===== config.mk =====
export PLATFORM = sky130hd
export DESIGN_NAME = bc_frame_sched
export DESIGN_NICKNAME = d
export VERILOG_FILES = /design/src/rtl/bc_sched_pkg.sv /design/src/rtl/bcs_tick.sv /design/src/rtl/bcs_minor.sv /design/src/rtl/bcs_spacing.sv /design/src/rtl/bc_frame_sched.sv
export SDC_FILE = /design/constraint.sdc
export NUM_CORES = 1
export LEC_CHECK = 0
export BUFFER_PORTS_ARGS = -buffer_cell sky130_fd_sc_hd__buf_2
export CORE_MARGIN = 3
export CORE_UTILIZATION = 45
export DETAILED_ROUTE_END_ITERATION = 8
export PLACE_DENSITY_LB_ADDON = 0.05
export SLEW_MARGIN = 40
export SYNTH_ARGS = -nofsm -noshare
export SYNTH_HDL_FRONTEND = slang
export SYNTH_SLANG_ARGS = --single-unit
export TNS_END_PERCENT = 20

===== constraint.sdc =====
create_clock -name clk_i -period 4.9 [get_ports clk_i]
set_clock_uncertainty 0.15 [all_clocks]
set_input_delay 0 -clock clk_i [delete_from_list [all_inputs] [get_ports clk_i]]
set_output_delay 0 -clock clk_i [all_outputs]
set_load 0.05 [all_outputs]

===== src/rtl/bc_sched_pkg.sv =====
`timescale 1ns/1ps
package bc_sched_pkg;
  localparam int MSG_W = 10;
  localparam int GAP_W = 16;

  typedef enum logic [1:0] {
    K_MSG       = 2'd0,
    K_END_MINOR = 2'd1,
    K_END_MAJOR = 2'd2,
    K_SKIP      = 2'd3
  } kind_e;

  typedef struct packed {
    kind_e            kind;
    logic             bus_b;
    logic [MSG_W-1:0] msg;
    logic [GAP_W-1:0] gap;
  } entry_t;

  localparam int ENTRY_W = $bits(entry_t);
endpackage


===== src/rtl/bcs_tick.sv =====
`timescale 1ns/1ps
module bcs_tick #(
  parameter int DIV = 50
) (
  input  logic clk_i,
  input  logic rst_ni,
  input  logic en_i,
  output logic tick_o
);
  localparam int CW = (DIV > 1) ? $clog2(DIV) : 1;

  logic [CW-1:0] cnt_q;
  logic          wrap;

  assign wrap   = (cnt_q == CW'(DIV - 1));
  assign tick_o = en_i && wrap;

  always_ff @(posedge clk_i or negedge rst_ni) begin
    if (!rst_ni)            cnt_q <= '0;
    else if (!en_i || wrap) cnt_q <= '0;
    else                    cnt_q <= cnt_q + 1'b1;
  end
endmodule


===== src/rtl/bcs_minor.sv =====
`timescale 1ns/1ps
module bcs_minor #(
  parameter int W = 32
) (
  input  logic         clk_i,
  input  logic         rst_ni,
  input  logic         en_i,
  input  logic         tick_i,
  input  logic         restart_i,
  input  logic [W-1:0] period_i,
  output logic         wrap_o,
  output logic         mark_o
);
  logic [W-1:0] cnt_q;

  assign wrap_o = en_i && tick_i && (cnt_q == period_i - 1'b1);

  always_ff @(posedge clk_i or negedge rst_ni) begin
    if (!rst_ni) begin
      cnt_q  <= '0;
      mark_o <= 1'b0;
    end else begin
      mark_o <= en_i && (wrap_o || restart_i);
      if (!en_i || restart_i || wrap_o) cnt_q <= '0;
      else if (tick_i)                  cnt_q <= cnt_q + 1'b1;
    end
  end
endmodule


===== src/rtl/bcs_spacing.sv =====
`timescale 1ns/1ps
module bcs_spacing #(
  parameter int GW      = 16,
  parameter int MIN_GAP = 25
) (
  input  logic          clk_i,
  input  logic          rst_ni,
  input  logic          en_i,
  input  logic          tick_i,
  input  logic          launch_i,
  input  logic [GW-1:0] gap_i,
  input  logic          done_i,
  output logic          ready_o
);
  localparam logic [GW-1:0] SAT  = '1;
  localparam logic [GW-1:0] MING = GW'(MIN_GAP);

  logic [GW-1:0] elapsed_q, need_q;
  logic          busy_q;

  // start-to-start window, then wait for completion
  assign ready_o = (elapsed_q >= need_q) && (!busy_q || done_i);

  always_ff @(posedge clk_i or negedge rst_ni) begin
    if (!rst_ni) begin
      elapsed_q <= SAT;
      need_q    <= '0;
      busy_q    <= 1'b0;
    end else if (!en_i) begin
      elapsed_q <= SAT;
      need_q    <= '0;
      busy_q    <= 1'b0;
    end else if (launch_i) begin
      elapsed_q <= '0;
      need_q    <= (gap_i < MING) ? MING : gap_i;
      busy_q    <= 1'b1;
    end else begin
      if (tick_i && elapsed_q != SAT) elapsed_q <= elapsed_q + 1'b1;
      if (done_i) busy_q <= 1'b0;
    end
  end
endmodule


===== src/rtl/bc_frame_sched.sv =====
`timescale 1ns/1ps
module bc_frame_sched
  import bc_sched_pkg::*;
#(
  parameter int TICK_DIV = 50,
  parameter int ADDR_W   = 10,
  parameter int MIN_GAP  = 25,
  parameter int MINOR_W  = 32
) (
  input  logic               clk_i,
  input  logic               rst_ni,
  input  logic               run_i,
  input  logic [MINOR_W-1:0] minor_period_i,
  output logic [ADDR_W-1:0]  list_addr_o,
  input  logic [ENTRY_W-1:0] list_entry_i,
  input  logic               async_req_i,
  input  logic [ENTRY_W-1:0] async_entry_i,
  input  logic               done_i,
  output logic               start_o,
  output logic               bus_o,
  output logic [MSG_W-1:0]   msg_o,
  output logic               async_o,
  output logic               minor_o
);
  entry_t cur_e, req_e;
  assign cur_e = entry_t'(list_entry_i);
  assign req_e = entry_t'(async_entry_i);

  logic             tick, minor_wrap, ready;
  logic             take_async, take_list, launch, restart, advance;
  logic [GAP_W-1:0] gap_sel;

  logic [ADDR_W-1:0] ptr_q;
  logic              pend_q, pend_bus_q;
  logic [MSG_W-1:0]  pend_msg_q;
  logic [GAP_W-1:0]  pend_gap_q;

  always_comb begin
    take_async = run_i && ready && pend_q;
    take_list  = run_i && ready && !pend_q;
    launch     = take_async || (take_list && cur_e.kind == K_MSG);
    restart    = take_list && cur_e.kind == K_END_MAJOR;
    gap_sel    = take_async ? pend_gap_q : cur_e.gap;
    case (cur_e.kind)
      K_MSG, K_SKIP: advance = take_list;
      K_END_MINOR:   advance = take_list && minor_wrap;
      default:       advance = 1'b0;
    endcase
  end

  bcs_tick #(.DIV(TICK_DIV)) u_tick (
    .clk_i, .rst_ni, .en_i(run_i), .tick_o(tick)
  );

  bcs_minor #(.W(MINOR_W)) u_minor (
    .clk_i, .rst_ni, .en_i(run_i), .tick_i(tick), .restart_i(restart),
    .period_i(minor_period_i), .wrap_o(minor_wrap), .mark_o(minor_o)
  );

  bcs_spacing #(.GW(GAP_W), .MIN_GAP(MIN_GAP)) u_space (
    .clk_i, .rst_ni, .en_i(run_i), .tick_i(tick), .launch_i(launch),
    .gap_i(gap_sel), .done_i, .ready_o(ready)
  );

  always_ff @(posedge clk_i or negedge rst_ni) begin
    if (!rst_ni)                 ptr_q <= '0;
    else if (!run_i || restart)  ptr_q <= '0;
    else if (advance)            ptr_q <= ptr_q + 1'b1;
  end
  assign list_addr_o = ptr_q;

  always_ff @(posedge clk_i or negedge rst_ni) begin
    if (!rst_ni) begin
      pend_q     <= 1'b0;
      pend_bus_q <= 1'b0;
      pend_msg_q <= '0;
      pend_gap_q <= '0;
    end else if (!run_i || take_async) begin
      pend_q <= 1'b0;
    end else if (async_req_i && !pend_q && req_e.kind == K_MSG) begin
      pend_q     <= 1'b1;
      pend_bus_q <= req_e.bus_b;
      pend_msg_q <= req_e.msg;
      pend_gap_q <= req_e.gap;
    end
  end

  always_ff @(posedge clk_i or negedge rst_ni) begin
    if (!rst_ni) begin
      start_o <= 1'b0;
      async_o <= 1'b0;
      bus_o   <= 1'b0;
      msg_o   <= '0;
    end else begin
      start_o <= launch;
      async_o <= take_async;
      if (launch) begin
        bus_o <= take_async ? pend_bus_q : cur_e.bus_b;
        msg_o <= take_async ? pend_msg_q : cur_e.msg;
      end
    end
  end
endmodule


# Word level (Yosys, flattened, before mapping)
# Cells that the tools add are included.
[totals]
elab_cells = 83
inputBits = 95
register_bits = 123
[classes]
bitwise = 1
eq_ne = 9
n_lt_le_gt_ge = 2
reduce_logical = 31
mux = 20
n_addsub = 5
[ops]
columns = ["operator", "count"]
rows = [
  ["2-to-1 mux 16 bit", 7],
  ["2-to-1 mux 32 bit", 2],
  ["adder 32 x 1 -> 32 bit (second input constant)", 1],
  ["== test 32 bit", 1],
  ["subtractor 32 x 1 -> 32 bit (second input constant)", 1],
  ["2-to-1 mux 10 bit", 3],
  ["adder 16 x 1 -> 16 bit (second input constant)", 1],
  ["greater-or-equal comparator 16 bit", 1],
  ["less-than comparator 16 x 5 -> 1 bit (second input constant)", 1],
  ["!= test 16 bit (second input constant)", 1],
  ["logical AND 1 bit", 14],
  ["adder 10 x 1 -> 10 bit (second input constant)", 1],
  ["logical OR 1 bit", 7],
  ["adder 6 x 1 -> 6 bit (second input constant)", 1],
  ["== test 6 bit (second input constant)", 1],
  ["2-to-1 mux 1 bit", 6],
  ["2-to-1 mux 6 bit", 1],
  ["!= test 3 x 1 -> 1 bit (second input constant)", 2],
  ["nonzero test 2 bit", 3],
  ["== test 2 bit (second input constant)", 2],
  ["zero test 2 bit", 2],
  ["zero test 1 bit", 3],
  ["== test 2 x 1 -> 1 bit (second input constant)", 1],
  ["!= test 2 x 1 -> 1 bit (second input constant)", 1],
  ["other kinds (4)", 4],
]

# Depth between registers and ports, before layout
[logic_depth]
depth_word = 10
mapped_depth = 12
ltp_nobuf = 12

# Hierarchy
# From an unflattened synthesis, not the netlist that was laid out.
[unflattened]
hier_cells = 791
hier_area_um2 = 7709.9
[by_module_without_submodules]
columns = ["mod", "cells_each", "instances", "area_per_inst_um2"]
rows = [
  ["bcs_minor", 362, 1, 3005.4],
  ["bc_frame_sched", 194, 1, 2372.3],
  ["bcs_spacing", 207, 1, 2040.7],
  ["bcs_tick", 28, 1, 291.5],
]

# Least setup slack after synthesis
# Ideal clock, no wire load.
[synth_path]
kind = "register to register"
from = "register u_space.elapsed_q[0]"
to = "register ptr_q[0] (netlist: list_addr_o[0])"
path_buffers = 2
required_time_ps = 4673
path_stages_with_launch = 13
arrival_ps = 3296
slack_ps = 1377
setup_ps = 77
cell_sequence = "dfstp_2 > inv_1 > ha_1 > nand2b_1 > a21o_1 > a211oi_1 > o31a_1 > o21a_1 > or3_2 > clkdlybuf4s50_2 > dlygate4sd1_1 > or3_2 > a21oi_1"
[synth_via]
elab_chain_len = 7
[synth_lines]
columns = ["element", "line", "source"]
rows = [
  ["start, declared", "bcs_spacing.sv:18", "logic [GW-1:0] elapsed_q, need_q;"],
  ["start signal, assigned", "bcs_spacing.sv:38", "if (tick_i && elapsed_q != SAT) elapsed_q <= elapsed_q + 1'b1;"],
  ["greater-or-equal comparator 16 bit (*)", "bcs_spacing.sv:22", "assign ready_o = (elapsed_q >= need_q) && (!busy_q || done_i);"],
  ["logical AND 1 bit (*)", "bcs_spacing.sv:22", ""],
  ["logical AND 1 bit (*) (2 in series)", "bc_frame_sched.sv:40", "take_list = run_i && ready && !pend_q;"],
  ["logical AND 1 bit (on tied branches)", "bc_frame_sched.sv:46, bc_frame_sched.sv:42", ""],
  ["one-hot mux 1 bit (2 select lines) / logical OR 1 bit (equally long branches)", "bc_frame_sched.sv:44, bc_frame_sched.sv:67", ""],
  ["nonzero test 2 bit (no source line) / 2-to-1 mux 10 bit (equally long branches)", "--", ""],
  ["end signal, assigned", "bc_frame_sched.sv:68", "else if (advance) ptr_q <= ptr_q + 1'b1;"],
  ["end, declared", "bc_frame_sched.sv:33", "logic [ADDR_W-1:0] ptr_q;"],
]
# Every way passes the cells marked *; elsewhere a longest branch is shown, timed or not.
# A chain may end at the register's enable or synchronous reset.

# Worst setup path in the final report
[layout_path]
from = "register u_space.elapsed_q[0]"
to = "register u_space.need_q[0]"
[layout_via]
elab_chain_len = 9
[layout_lines]
columns = ["element", "line", "source"]
rows = [
  ["greater-or-equal comparator 16 bit (*)", "bcs_spacing.sv:22", ""],
  ["logical AND 1 bit (*)", "bcs_spacing.sv:22", ""],
  ["logical AND 1 bit (*)", "bc_frame_sched.sv:39, bc_frame_sched.sv:40", ""],
  ["logical AND 1 bit", "bc_frame_sched.sv:39", "take_async = run_i && ready && pend_q;"],
  ["2-to-1 mux 16 bit", "bc_frame_sched.sv:43", "gap_sel = take_async ? pend_gap_q : cur_e.gap;"],
  ["less-than comparator 16 x 5 -> 1 bit", "bcs_spacing.sv:35", "need_q <= (gap_i < MING) ? MING : gap_i;"],
  ["2-to-1 mux 16 bit", "bcs_spacing.sv:35", ""],
  ["2-to-1 mux 16 bit", "bcs_spacing.sv:33", "end else if (launch_i) begin"],
  ["2-to-1 mux 16 bit", "bcs_spacing.sv:29", "end else if (!en_i) begin"],
  ["end signal, assigned", "bcs_spacing.sv:35", ""],
  ["end, declared", "bcs_spacing.sv:18", ""],
]
# Every way passes the cells marked *; elsewhere a longest branch is shown, timed or not. The select of a mux whose other input is x is not followed.

==> results.md <==
* N_diodes at 0
* Worst-case hold slack at -0.0242 ns
* Compound-Gate Fraction of Synth Area at 10.8%
* XOR/XNOR share of the synthesized area at between 10 and 15%
* Post-synthesis simple-gate area fraction at 21.8%
* Nets at ~1100
* Synth warnings at 0
* Most frequent cells in the layout: 117 x buf_2, 107 x dfrtp_1, 76 x nor2_1
* Die footprint at roughly 0.019 mm²
* Number of synthesized flops with an enable pin at 0
* Port-buffer cells at between 100 and 150
* Row count at 46
* Syn-to-layout area delta at 26.3%
* IO Pins at 119
* Via count at 6689
* CP max FO at 24
* Hold Vio Cnt, Final at 18
* Worst setup margin at about 0.95 ns
* Multiplexer share of the synthesized area at approximately 8%
* Yosys reg bits at 123
* Main synth FF type: dfrtp_1
* Largest net degree at the start of global routing at 66
* Hold Path Class: input port to asynchronous set/reset pin
* Post-CTS setup buffer count at 0
* Pwr per Cell Area at slightly above 300 mW/mm²
* Post-synth ARST share at 100%
* Drt via density at 5.53
* CTS root buf: clkbuf_16
* Psw at 0.000868 W
* DRC violations left at 0
* Hold_buf cts at 63
* Adder-Cell Fraction of Synth Area at 4.27%
* Leakage at 4.17 nW
* Dpl cells at 1115
* Final setup viols at 0
* Grt total ovfl at 0
* Required @ worst endpoint at 5.05 ns
* Worst slew pin tran at 0.830 ns
* CTS-repair resized insts at 0
* Clk Latency, worst-skew pair at ~0.41 ns
* RSZ-0062 raised after global routing: no
* Initial core utilization at 47.0%
* Syn_area_per_cell at 9.41 µm²
* Drt first pass iters at 6
* Post-synth cell types at 72
* Total power at 0.00299 W
* Final core occ at approximately 60%
* DP Wirelength at 14.5 mm
* Cells after Synth at just over 800
* CP Class: flip-flop to flip-flop
* Final period util at about four fifths
* Die X at 136 µm
* Sw frac at 29.0%
* Initial antenna violation count at 0
* CTS Sinks at 123
* CTS buffer count at 17
* CTS Buffer Depth at 2
* Combinational fraction of design power at 17.9%
* Slew Viols, Final at 0
* Commonest non-fill, non-tap cell in the layout: buf_2
* IR drop worst, VDD at 0.268 mV
* Largest family of logic cells by synthesized area: simple AND/OR/NAND/NOR gates
* Total wire length at between 20 and 25 mm
* First-pass GRT wire length at 33.9 mm
* CP arrival at 4.10 ns
* Crit path time final at 3.95 ns
* Vias in the first global route at around 6800
* Wire per inst at 16.9 µm
* FMAX at 253 MHz
* Worst setup SP type: flip-flop
* Share of cells above drive strength 1 at between 20% and 30%
* Relative slew slack at between 40% and 50%
* Setup TNS at 0 ns
* Crit. End Element: flip-flop
* DRT iter0 DRCs at 461
* CTS tree: built
* Placer Congestion at 0.897
* Syn nets at between 900 and 1000
* P_int at 0.00212 W
* Non-Filler Instances at 1210
* Max-cap check violation count at 0
* Flop pwr share at 40.1%
* Failing checks: hold timing
* Reg clk slew, reported paths at approximately 0.060 ns
* H-tree levels at 4
* Chip Height at 136 µm
* Clock share of power at 41.9%
* CORE AREA at 0.0162 mm²
* Detail Route Antenna Nets at 0
* Status: finished with violations
* Sequential fraction of the synthesis area at 40.6%
* GR Util All Layers at 22.8%
* Synthesized area at around 0.0076 mm²
* Pre-CTS setup slack at 1.07 ns
-- synth_stat cells, types with 3 or more instances --
library cell	instances	area, µm²
a21o_1	6	45.0
a21oi_1	26	130
a31oi_1	7	43.8
a41oi_1	3	26.3
and3_1	15	93.8
and4_1	3	26.3
buf_1	4	15.0
clkbuf_1	24	90.1
dfrtp_1	107	2680
dfstp_2	16	420
ha_1	26	325
inv_1	39	146
mux2_2	28	315
mux2i_1	30	300
nand2_1	49	184
nand2b_1	8	50.1
nand3_1	43	215
nand3b_1	5	37.5
nand4_1	32	200
nor2_1	76	285
nor2b_1	5	31.3
nor3_1	14	70.1
nor4_1	24	150
o21ai_0	51	255
o31a_1	3	26.3
o31ai_1	7	52.6
or3_1	3	18.8
or4_1	12	90.1
xnor2_1	42	368
xor2_1	47	412
-- per-stage QoR --
stage	area, µm²	hold WS, ns
3_5_place_dp	8380	-0.00490
3_3_place_gp	8380	-0.0161
5_1_grt	9630	0.0332
2_1_floorplan	7620	-0.446
4_1_cts	9610	0.0485
6_report	9630	-0.0242
-- power groups by stage --
stage / Clock [W] / Combinational [W] / Sequential, W
after global routing: 0.00133 / 0.000593 / 0.00121
after floorplan: 0 / 0.000243 / 0.00129
after CTS: 0.00128 / 0.000533 / 0.00120
final: 0.00125 / 0.000536 / 0.00120
after global placement: 0 / 0.000477 / 0.00121
after detailed placement: 0 / 0.000493 / 0.00121
-- final timing paths --
kind / from / end / slack (ns) / cells past startpoint
hold reg to reg: bus_o$_DFFE_PN0N_ / bus_o$_DFFE_PN0N_ / 0.33 / 2
setup reg to reg: u_space.elapsed_q[0]$_DFFE_PN1P_ / u_space.need_q[0]$_DFFE_PN0P_ / 0.95 / 12
hold / removal: rst_ni / list_addr_o[7]$_DFFE_PN0P_ / -0.02 / 2
setup / recovery: u_space.elapsed_q[0]$_DFFE_PN1P_ / u_space.need_q[0]$_DFFE_PN0P_ / 0.95 / 12
min in group clk_i: minor_period_i[30] / u_minor.mark_o$_DFF_PN0_ / 0.06 / 5
max in group asynchronous: rst_ni / pend_msg_q[2]$_DFFE_PN0P_ / 3.63 / 3
-- layout make-up --
| cell class | instances | area [µm²] |
|---|---|---|
| clock buffer | 19 | 453 |
| clock inverter | 13 | 143 |
| fill | 1395 | 6600 |
| inverter | 39 | 146 |
| multi-input combinational | 613 | 4240 |
| sequential | 123 | 3100 |
| tap | 216 | 270 |
| timing repair buffer | 187 | 1280 |
-- cells by family after synthesis --
group / after synthesis
XOR/XNOR: 89
AO/OA/AOI/OAI: 129
adder cells (fa/ha/maj): 26
AND/OR/NAND/NOR: 311
buffers and inverters: 74
flip-flops: 123
multiplexers: 58
-- state kept, by name (all words and copies together) (netlist names) --
signal / count
async_o: 1
pend_bus_q: 1
bus_o: 1
u_minor.cnt_q: 32
pend_msg_q: 10
u_minor.mark_o: 1
pend_q: 1
msg_o: 10
start_o: 1
list_addr_o: 10
u_space.elapsed_q: 16
u_tick.cnt_q: 6
u_space.busy_q: 1
pend_gap_q: 16
u_space.need_q: 16
-- per-layer routing --
layer  share of wire, %  track usage (%)  wire [µm]
met1                 46             30.4       9290
met2                 47             36.8       9600
met3                6.3             6.51       1280
met4                1.1             5.15        220
met5                  0                0          0
-- worst max-delay path: stages (launching register included) --
cell and delay [ns]:
dfstp_2 0.56, inv_1 0.05, ha_1 0.25, nand2b_1 0.09, a21o_1 0.11, a211oi_1 0.06, o31a_1 0.26, o21ai_0 0.58
o21ai_2 0.15, inv_1 0.52, nand3_1 0.27, a2bb2oi_1 0.20, dlygate4sd3_1 0.57
Power figures use the tool's default switching activity.
